### config.mk
export PLATFORM = sky130hd
export DESIGN_NAME = eep_page_engine
export DESIGN_NICKNAME = d
export VERILOG_FILES = /design/src/rtl/eep_pkg.sv /design/src/rtl/eep_cycle_timer.sv /design/src/rtl/eep_page_buf.sv /design/src/rtl/eep_array.sv /design/src/rtl/eep_page_engine.sv
export SDC_FILE = /design/constraint.sdc
export NUM_CORES = 2
export LEC_CHECK = 0
export BUFFER_PORTS_ARGS = -buffer_cell sky130_fd_sc_hd__buf_4
export CORE_ASPECT_RATIO = 2
export CORE_MARGIN = 3
export CORE_UTILIZATION = 60
export CTS_BUF_LIST = sky130_fd_sc_hd__clkbuf_8
export DETAILED_ROUTE_END_ITERATION = 16
export PLACE_DENSITY = 0.8
export SLEW_MARGIN = 20
export SYNTH_ARGS = -nofsm -noshare
export SYNTH_HDL_FRONTEND = slang
export SYNTH_SLANG_ARGS = --single-unit
### constraint.sdc
create_clock -name clk -period 6.65 [get_ports clk]
set_input_delay 1.33 -clock clk [delete_from_list [all_inputs] [get_ports clk]]
set_output_delay 1.33 -clock clk [all_outputs]
set_load 0.005 [all_outputs]
### src/rtl/eep_pkg.sv
package eep_pkg;
    localparam int BYTE_W = 8;
    typedef logic [BYTE_W-1:0] byte_t;
endpackage

### src/rtl/eep_cycle_timer.sv
module eep_cycle_timer #(
    parameter int WR_CYCLES = 500000
) (
    input  logic clk,
    input  logic rst_n,
    input  logic start_i,
    output logic busy_o,
    output logic done_o
);
    localparam int CW = $clog2(WR_CYCLES) + 1;

    typedef struct packed {
        logic          busy;
        logic [CW-1:0] cnt;
    } tmr_t;

    tmr_t s_d, s_q;

    always_comb begin
        s_d    = s_q;
        done_o = s_q.busy && (s_q.cnt == '0);
        if (s_q.busy) begin
            if (done_o) s_d.busy = 1'b0;
            else        s_d.cnt  = s_q.cnt - 1'b1;
        end else if (start_i) begin
            s_d.busy = 1'b1;
            s_d.cnt  = CW'(WR_CYCLES - 1);
        end
    end

    always_ff @(posedge clk or negedge rst_n) begin
        if (!rst_n) s_q <= '0;
        else        s_q <= s_d;
    end

    assign busy_o = s_q.busy;

    p_busy_hold_r6: assert property (@(posedge clk) disable iff (!rst_n)
        s_q.busy && (s_q.cnt != '0) |=> s_q.busy);
    p_start_busy_r6: assert property (@(posedge clk) disable iff (!rst_n)
        start_i && !s_q.busy |=> s_q.busy);
endmodule

### src/rtl/eep_page_buf.sv
module eep_page_buf
    import eep_pkg::*;
#(
    parameter int DEPTH = 256,
    parameter int PAGE  = 8
) (
    input  logic                      clk,
    input  logic                      rst_n,
    input  logic                      addr_ld_i,
    input  logic [$clog2(DEPTH)-1:0]  addr_i,
    input  logic                      byte_wr_i,
    input  byte_t                     wr_data_i,
    input  logic                      stop_i,
    input  logic                      wp_i,
    input  logic                      busy_i,
    input  logic                      done_i,
    output logic                      start_o,
    output logic                      prot_o,
    output logic [$clog2(DEPTH)-1:0]  addr_o,
    output logic [PAGE-1:0]           mask_o,
    output byte_t [PAGE-1:0]          lanes_o
);
    localparam int AW = $clog2(DEPTH);
    localparam int LW = $clog2(PAGE);

    typedef struct packed {
        logic [AW-1:0]    addr;
        logic [PAGE-1:0]  mask;
        byte_t [PAGE-1:0] data;
        logic             prot;
    } pbuf_t;

    pbuf_t s_d, s_q;
    logic [LW-1:0] lane;

    assign lane = s_q.addr[LW-1:0];

    always_comb begin
        s_d     = s_q;
        start_o = stop_i && !busy_i && (|s_q.mask);
        if (!busy_i) begin
            if (addr_ld_i) begin
                s_d.addr = addr_i;
                s_d.mask = '0;
            end else if (byte_wr_i) begin
                s_d.data[lane]        = wr_data_i;
                s_d.mask[lane]        = 1'b1;
                s_d.addr[LW-1:0]      = lane + 1'b1;
            end
            if (start_o) s_d.prot = wp_i;
        end
        if (done_i) s_d.mask = '0;
    end

    always_ff @(posedge clk or negedge rst_n) begin
        if (!rst_n) s_q <= '0;
        else        s_q <= s_d;
    end

    assign prot_o  = s_q.prot;
    assign addr_o  = s_q.addr;
    assign mask_o  = s_q.mask;
    assign lanes_o = s_q.data;

    p_page_fixed_r3: assert property (@(posedge clk) disable iff (!rst_n)
        byte_wr_i && !busy_i && !addr_ld_i |=> s_q.addr[AW-1:LW] == $past(s_q.addr[AW-1:LW]));
    p_ignore_busy_r7: assert property (@(posedge clk) disable iff (!rst_n)
        busy_i && !done_i |=> $stable(s_q.data) && $stable(s_q.addr) && $stable(s_q.prot));
endmodule

### src/rtl/eep_array.sv
module eep_array
    import eep_pkg::*;
#(
    parameter int DEPTH = 256,
    parameter int PAGE  = 8
) (
    input  logic                                    clk,
    input  logic                                    rst_n,
    input  logic                                    we_i,
    input  logic [$clog2(DEPTH)-$clog2(PAGE)-1:0]   row_i,
    input  logic [PAGE-1:0]                         mask_i,
    input  byte_t [PAGE-1:0]                        lanes_i,
    input  logic [$clog2(DEPTH)-1:0]                rd_addr_i,
    output byte_t                                   rd_data_o
);
    localparam int LW   = $clog2(PAGE);
    localparam int ROWS = DEPTH / PAGE;

    typedef struct packed {
        byte_t [ROWS-1:0][PAGE-1:0] mem;
        byte_t                      rd;
    } arr_t;

    arr_t s_d, s_q;

    always_comb begin
        s_d    = s_q;
        s_d.rd = s_q.mem[rd_addr_i[$clog2(DEPTH)-1:LW]][rd_addr_i[LW-1:0]];
        for (int l = 0; l < PAGE; l++) begin
            if (we_i && mask_i[l]) s_d.mem[row_i][l] = lanes_i[l];
        end
    end

    always_ff @(posedge clk or negedge rst_n) begin
        if (!rst_n) s_q <= '1;
        else        s_q <= s_d;
    end

    assign rd_data_o = s_q.rd;

    p_hold_no_we_r6: assert property (@(posedge clk) disable iff (!rst_n)
        !we_i |=> $stable(s_q.mem));
endmodule

### src/rtl/eep_page_engine.sv
module eep_page_engine
    import eep_pkg::*;
#(
    parameter int DEPTH     = 256,
    parameter int PAGE      = 8,
    parameter int WR_CYCLES = 500000
) (
    input  logic                      clk,
    input  logic                      rst_n,
    input  logic                      addr_ld_i,
    input  logic [$clog2(DEPTH)-1:0]  addr_i,
    input  logic                      byte_wr_i,
    input  logic [7:0]                wr_data_i,
    input  logic                      stop_i,
    input  logic                      wp_i,
    output logic                      busy_o,
    output logic [$clog2(DEPTH)-1:0]  cur_addr_o,
    input  logic [$clog2(DEPTH)-1:0]  rd_addr_i,
    output logic [7:0]                rd_data_o
);
    localparam int AW = $clog2(DEPTH);
    localparam int LW = $clog2(PAGE);

    logic             start, done, prot;
    logic [PAGE-1:0]  mask;
    byte_t [PAGE-1:0] lanes;

    eep_cycle_timer #(.WR_CYCLES(WR_CYCLES)) u_tmr (
        .clk(clk), .rst_n(rst_n), .start_i(start), .busy_o(busy_o), .done_o(done)
    );

    eep_page_buf #(.DEPTH(DEPTH), .PAGE(PAGE)) u_buf (
        .clk(clk), .rst_n(rst_n), .addr_ld_i(addr_ld_i), .addr_i(addr_i),
        .byte_wr_i(byte_wr_i), .wr_data_i(wr_data_i), .stop_i(stop_i), .wp_i(wp_i),
        .busy_i(busy_o), .done_i(done), .start_o(start), .prot_o(prot),
        .addr_o(cur_addr_o), .mask_o(mask), .lanes_o(lanes)
    );

    eep_array #(.DEPTH(DEPTH), .PAGE(PAGE)) u_arr (
        .clk(clk), .rst_n(rst_n), .we_i(done && !prot), .row_i(cur_addr_o[AW-1:LW]),
        .mask_i(mask), .lanes_i(lanes), .rd_addr_i(rd_addr_i), .rd_data_o(rd_data_o)
    );

    p_idle_stop_r9: assert property (@(posedge clk) disable iff (!rst_n)
        stop_i && !busy_o && !start |=> !busy_o);
endmodule

# Yosys cells after proc, flatten, opt, wreduce, memory -nomap -nowiden

Cells that the tools add are included.

Reduce and logical (&&, ||, !) cells: 27
Equality and inequality tests: 2
$add $sub $neg: 2
Magnitude comparators: 6
Bitwise operators: 3
Mux-type cells: 51

Operators with widths:

| operator                                                   | number |
|---|---|
| bitwise mux 2048 bit                                       | 8 |
| two-way mux 2048 bit                                       | 8 |
| demux 64 bit (select 5 bit)                                | 8 |
| binary-select mux 64 bit (select 5 bit)                    | 1 |
| two-way mux 64 bit                                         | 3 |
| two-way mux 75 bit                                         | 1 |
| two-way mux 73 bit                                         | 1 |
| bitwise mux 64 bit                                         | 1 |
| two-way mux 56 bit                                         | 1 |
| two-way mux 48 bit                                         | 1 |
| two-way mux 21 bit                                         | 2 |
| two-way mux 40 bit                                         | 1 |
| two-way mux 32 bit                                         | 1 |
| two-way mux 8 bit                                          | 4 |
| binary-select mux 8 bit (select 3 bit)                     | 1 |
| demux 8 bit (select 3 bit)                                 | 1 |
| two-way mux 24 bit                                         | 1 |
| zero test 20 bit                                           | 1 |
| two-way mux 20 bit                                         | 1 |
| subtractor 20 x 1 -> 20 bit, second input constant         | 1 |
| two-way mux 16 bit                                         | 1 |
| logical AND 1 bit                                          | 14 |
| less-than comparator 5 x 6 -> 1 bit, second input constant | 2 |
| two-way mux 11 bit                                         | 1 |
| 15 further kinds                                           | 26 |

Input bits: 30
Output and inout bits: 17
Word-level logic and storage cells: 362
Bits in registers: 2158

# Longest topological paths before layout

Depth after elaboration: 20
Depth in mapped cells: 11
Depth with buffers taken out: 8

# By module

Synthesis repeated with hierarchy kept, for this count alone.

Cells, all modules: 6347
Area, all modules: 100441.3 um^2

By module, submodules not included:

| module          | sequential area each (um^2) | area an instance (um^2) | times used | cells an instance |
|---|---|---|---|---|
| eep_array       | 54021.8                     | 95953.3                 | 1          | 6010 |
| eep_page_buf    | 2026.9                      | 3225.6                  | 1          | 211 |
| eep_cycle_timer | 525.5                       | 1248.7                  | 1          | 125 |
| eep_page_engine | 0.0                         | 13.8                    | 1          | 1 |

# Worst setup path after synthesis

Ideal clock, no wire load.

Path kind: input-to-reg
From: in rd_addr_i[3]
To: reg u_arr.s_q, in the netlist u_arr.rd_data_o[7]
Setup slack: 2.972 ns
Cell stages on the path: 11
Arrival: 3.586 ns
Buffers on the path: 5
Setup time: 0.092 ns
Required time: 6.558 ns
Cells stage by stage: buf_2 buf_2 buf_2 buf_1 buf_2 mux2i_1 nor2_1 nor3_1 a31oi_1 nor4_1 nor4_1

RTL lines:

| what                 | RTL line              | RTL |
|---|---|---|
| from (decl)          | eep_page_engine.sv:18 | `input logic [$clog2(DEPTH)-1:0] rd_addr_i,` |
| to (signal assigned) | eep_array.sv:35       | `if (!rst_n) s_q <= '1;` |
| to (signal assigned) | eep_array.sv:36       | `else s_q <= s_d;` |
| to (decl)            | eep_array.sv:24       | `arr_t s_d, s_q;` |

# Worst setup path in the final report

From: reg u_tmr.s_q[2] (netlist bit)
To: reg u_arr.s_q[1945] (netlist bit)

Word-level cells in the longest chain between the ends: 19
Elaborated cells on any way between the ends: 26
Those cells by class: mux (15); reduce/logical (11)

RTL lines:

| what                   | RTL line              | RTL |
|---|---|---|
| from (decl)            | eep_cycle_timer.sv:17 | `tmr_t s_d, s_q;` |
| from (signal assigned) | eep_cycle_timer.sv:32 | `if (!rst_n) s_q <= '0;` |
| from (signal assigned) | eep_cycle_timer.sv:33 | `else s_q <= s_d;` |
| zero test 20 bit *     | eep_cycle_timer.sv:21 | `done_o = s_q.busy && (s_q.cnt == '0);` |
| logical AND 1 bit *    | eep_cycle_timer.sv:21 |  |
| logical AND 1 bit *    | eep_page_engine.sv:40 | `.clk(clk), .rst_n(rst_n), .we_i(done && !prot), .row_i(cur_addr_o[AW-1:LW]),` |
| logical AND 1 bit      | eep_array.sv:30       | `if (we_i && mask_i[l]) s_d.mem[row_i][l] = lanes_i[l];` |
| two-way mux 2048 bit   | eep_array.sv:30       |  |
| bitwise mux 2048 bit   | eep_array.sv:30       |  |
| two-way mux 2048 bit   | eep_array.sv:30       |  |
| bitwise mux 2048 bit   | eep_array.sv:30       |  |
| [3 not listed]         | n/a                   |  |
| bitwise mux 2048 bit   | eep_array.sv:30       |  |
| two-way mux 2048 bit   | eep_array.sv:30       |  |
| bitwise mux 2048 bit   | eep_array.sv:30       |  |
| two-way mux 2048 bit   | eep_array.sv:30       |  |
| bitwise mux 2048 bit   | eep_array.sv:30       |  |
| two-way mux 2048 bit   | eep_array.sv:30       |  |
| bitwise mux 2048 bit   | eep_array.sv:30       |  |
| two-way mux 2048 bit * | eep_array.sv:30       |  |

Every way passes the cells marked *; elsewhere a longest branch is shown, timed or not.
A chain may end at the register's enable or synchronous reset.

==> impl_metrics.py <==
metrics = {
    "pwr": {
        "p_int_mw": 18.8,
        "netSwitchingFraction_pct": 23.9,
        "seqPwrFrac_pct": 53.4,
        "pwr-share-comb_pct": 4.0,
        "power_frac_clock_pct": 42.6,
        "leakage_nw": 47.6,
        "power.net_switching_mw": 5.92,
        "p_per_area_mw_per_mm2": 217,
        "ir_drop_uv": 202,
    },
    "floorplanning": {
        "die_h_um": 598,
        "start_util_pct": 60.5,
        "die-area_sq_mm": 0.180,
        "rows": 216,
        "ios": 47,
        "die_x_um": 302,
        "fp.coreArea_sq_mm": 0.174,
    },
    "route": {
        "wirelength_um": 279000,
        "avgViaCountPerCell": 6.51,
        "drt_iter0_drc": 4112,
        "via_count": 57976,
        "ant_nets": 0,
        "drtPass1Iterations": 5,
        "wl_per_cell_um": 31.3,
        "drc": 0,
    },
    "synthesis": {
        "synth.avg_cell_area_sq_um": 16.6,
        "yosysTopAreaCell": "dfstp_2",
        "synth_warnings": 0,
        "syn_nets": 6344,
        "synth.distinct_cells": 55,
        "synthFlopType": "dfstp_2",
        "synth-async-reset-ratio_pct": 100,
        "synth_edf_count": 0,
        "synthTopCellsByArea": "dfstp_2 (51%), mux2_4 (14%), mux2_2 (13%), mux4_2 (9.4%), dfrtp_1 (2.4%)",
        "synth_sequential_area_ratio_pct": 53.9,
        "synth-seq-cells": 2158,
        "syn_inst": 6311,
        "synth_common_cells": "dfstp_2 (2,056), mux2_2 (1,167), mux2_4 (960), mux4_2 (437), clkbuf_1 (318)",
        "netlist_area_sq_mm": 0.105,
        "netlist.area_leader.share_pct": 51.4,
        "synth_most_common_cell": "dfstp_2",
    },
    "outcome": {
        "status": "finished clean",
    },
    "job": {
        "cap_violations": 0,
    },
    "global_route": {
        "grt_pass1_vias": 64772,
        "grt_pass1_wl_um": 421000,
        "grt.overflow.total": 0,
        "grt_start_max_net_pins": 208,
        "antenna_found_initial": 13,
        "grt_usage_pct": 31.3,
    },
    "sta": {
        "relSlewSlack_pct": 19.5,
        "fmax_mhz": 239,
        "worst_hold_slack_ns": 0.414,
        "tightest_slew_ns": 1.20,
        "post-route-period-util_pct": 62.9,
        "hold_violations": 0,
        "finalCriticalPeriod_ns": 4.18,
        "setup_tns_ns": 0,
        "setup_viol": 0,
        "slew_viol_final": 0,
        "fin_skew_ns": 0.0490,
        "rsz0062_at_grt": "no",
    },
    "clock_tree": {
        "holdBufCountCts": 0,
        "cts_tree": "done",
        "cts_sinks": 2158,
        "cts_post_setup_buffers_inserted": 0,
        "cts_buffers": 303,
        "clk_path_buf_depth": 4,
        "clk_latency_ns": 0.95,
        "ctsResizeCount": 0,
        "htree_levels": 5,
        "clkSlewWorstSetupHoldPaths_ns": 0.07,
        "cts-root-buf": "clkbuf_8",
    },
    "worst_setup_path": {
        "path_buf_inv": 1,
        "cp.arrival_ns": 5.02,
        "cpLargestDelayFamily": "simple AND/OR/NAND/NOR gates",
        "endpoint_kind": "flip-flop",
        "slowest_delay_ns": 0.87,
        "cpMostUsedCell": "or4_4",
        "crit_fanout": 15,
        "path_class": "reg -> reg",
        "cp.required_ns": 7.49,
        "cp_cell_sequence": "or4_4, or4_4, nor3_4, and4b_4, buf_4, nand2_8, mux2_4",
        "cp_slowest_cell": "and4b_4",
        "cp-start-kind": "flip-flop",
    },
    "cells_and_area": {
        "synthToLayoutAreaGrowth_pct": 8.71,
        "final_area_sq_mm": 0.114,
        "drive_gt1_share_pct": 83.1,
        "fin_nets": 6401,
    },
    "place": {
        "place_hpwl_um": 188000,
        "portBuffers": 46,
        "routabilityCongestion": 0.913,
        "place_area_sq_mm": 0.108,
    },
    "min_path": {
        "hp-class": "in -> async",
    },
}
power by group through the flow:
stage / registers (mW) / logic [mW] / clock network (mW)
2_1_floorplan: 13.4 / 0.399 / 0
4_1_cts: 13.2 / 0.990 / 10.7
5_1_grt: 13.2 / 1.04 / 11.3
3_5_place_dp: 13.4 / 0.988 / 0
3_3_place_gp: 13.4 / 0.969 / 0
6_report: 13.2 / 0.987 / 10.5
final cells by class:
type | instances | area (sq um)
fillers | 11726 | 59400
inverters | 6 | 22.5
clock inverters | 146 | 753
diodes | 16 | 40.0
multi-input cells | 3699 | 46700
well taps | 2289 | 2860
flip-flops and latches | 2158 | 56600
clock buffers | 385 | 5300
repair buffers | 200 | 1850
cells by family after synthesis:
family                     count (synthesis)  share of synthesized area, %
and+or+nand+nor                          525                          4.23
DFF                                     2158                          53.9
adders and majority gates                  3                        0.0357
xor gates and xnor gates                  11                        0.0917
buffers and inverters                    454                          1.93
AOI/OAI and AO/OA                        466                          3.00
muxes                                   2694                          36.9
per-stage QoR:
stage	power, mW	util [%]	cells	setup slack, ns
global placement	14.4	62.2	8346	1.12
detailed placement	14.4	62.2	8350	1.79
global route	25.5	65.8	8892	2.33
floorplan	13.8	-	6311	2.97
finish	24.7	65.8	8899	2.47
CTS	24.9	65.7	8881	2.47
routing by layer:
layer  share of wire (%)  vias up  track usage [%]  routed length [um]
met3                 5.3      907             5.36               14800
met4                 9.4        6             24.9               26200
li1                    -    23790                -                   -
met1                  35    31226             35.4               97500
met5               0.013        -                0                  35
met2                  50     2047             52.3              140000
cell usage in the layout, fill, tap and decap left out, drive strengths merged, types with 9 or more instances in the layout:
master,instances
a211oi,14
nor2,71
mux2i,130
nor3,25
o21ai,22
a31oi,17
a22oi,203
nand3,9
nor4,49
clkbuf,385
nand2,299
clkinv,37
mux4,437
a21oi,126
diode,16
dfstp,2056
inv,103
buf,200
dfrtp,102
nor2b,9
mux2,2127
o221ai,38
o22ai,25
final timing paths:
| kind | from | to | slack [ns] | cells past startpoint |
|---|---|---|---|---|
| max | u_tmr.s_q[2] | u_arr.s_q[1945] | 2.47 | 7 |
| min | rst_n | u_buf.lanes_o[17] | 0.41 | 1 |
| max reg2reg | u_tmr.s_q[2] | u_arr.s_q[1945] | 2.47 | 7 |
| min reg2reg | u_buf.lanes_o[21] | u_buf.lanes_o[21] | 0.51 | 1 |
| max in group asynchronous | rst_n | u_arr.s_q[1990] | 4.53 | 3 |
| min in group clk | u_buf.lanes_o[21] | u_buf.lanes_o[21] | 0.51 | 1 |
flip-flops by register name (all words and copies together) (netlist names):
name and cells:
u_arr.s_q 2048, u_arr.rd_data_o 8, u_buf.prot_o 1, u_buf.addr_o 8
u_buf.mask_o 8, u_tmr.s_q 20, u_tmr.busy_o 1, u_buf.lanes_o 64
(Power assumes the default switching activity.)
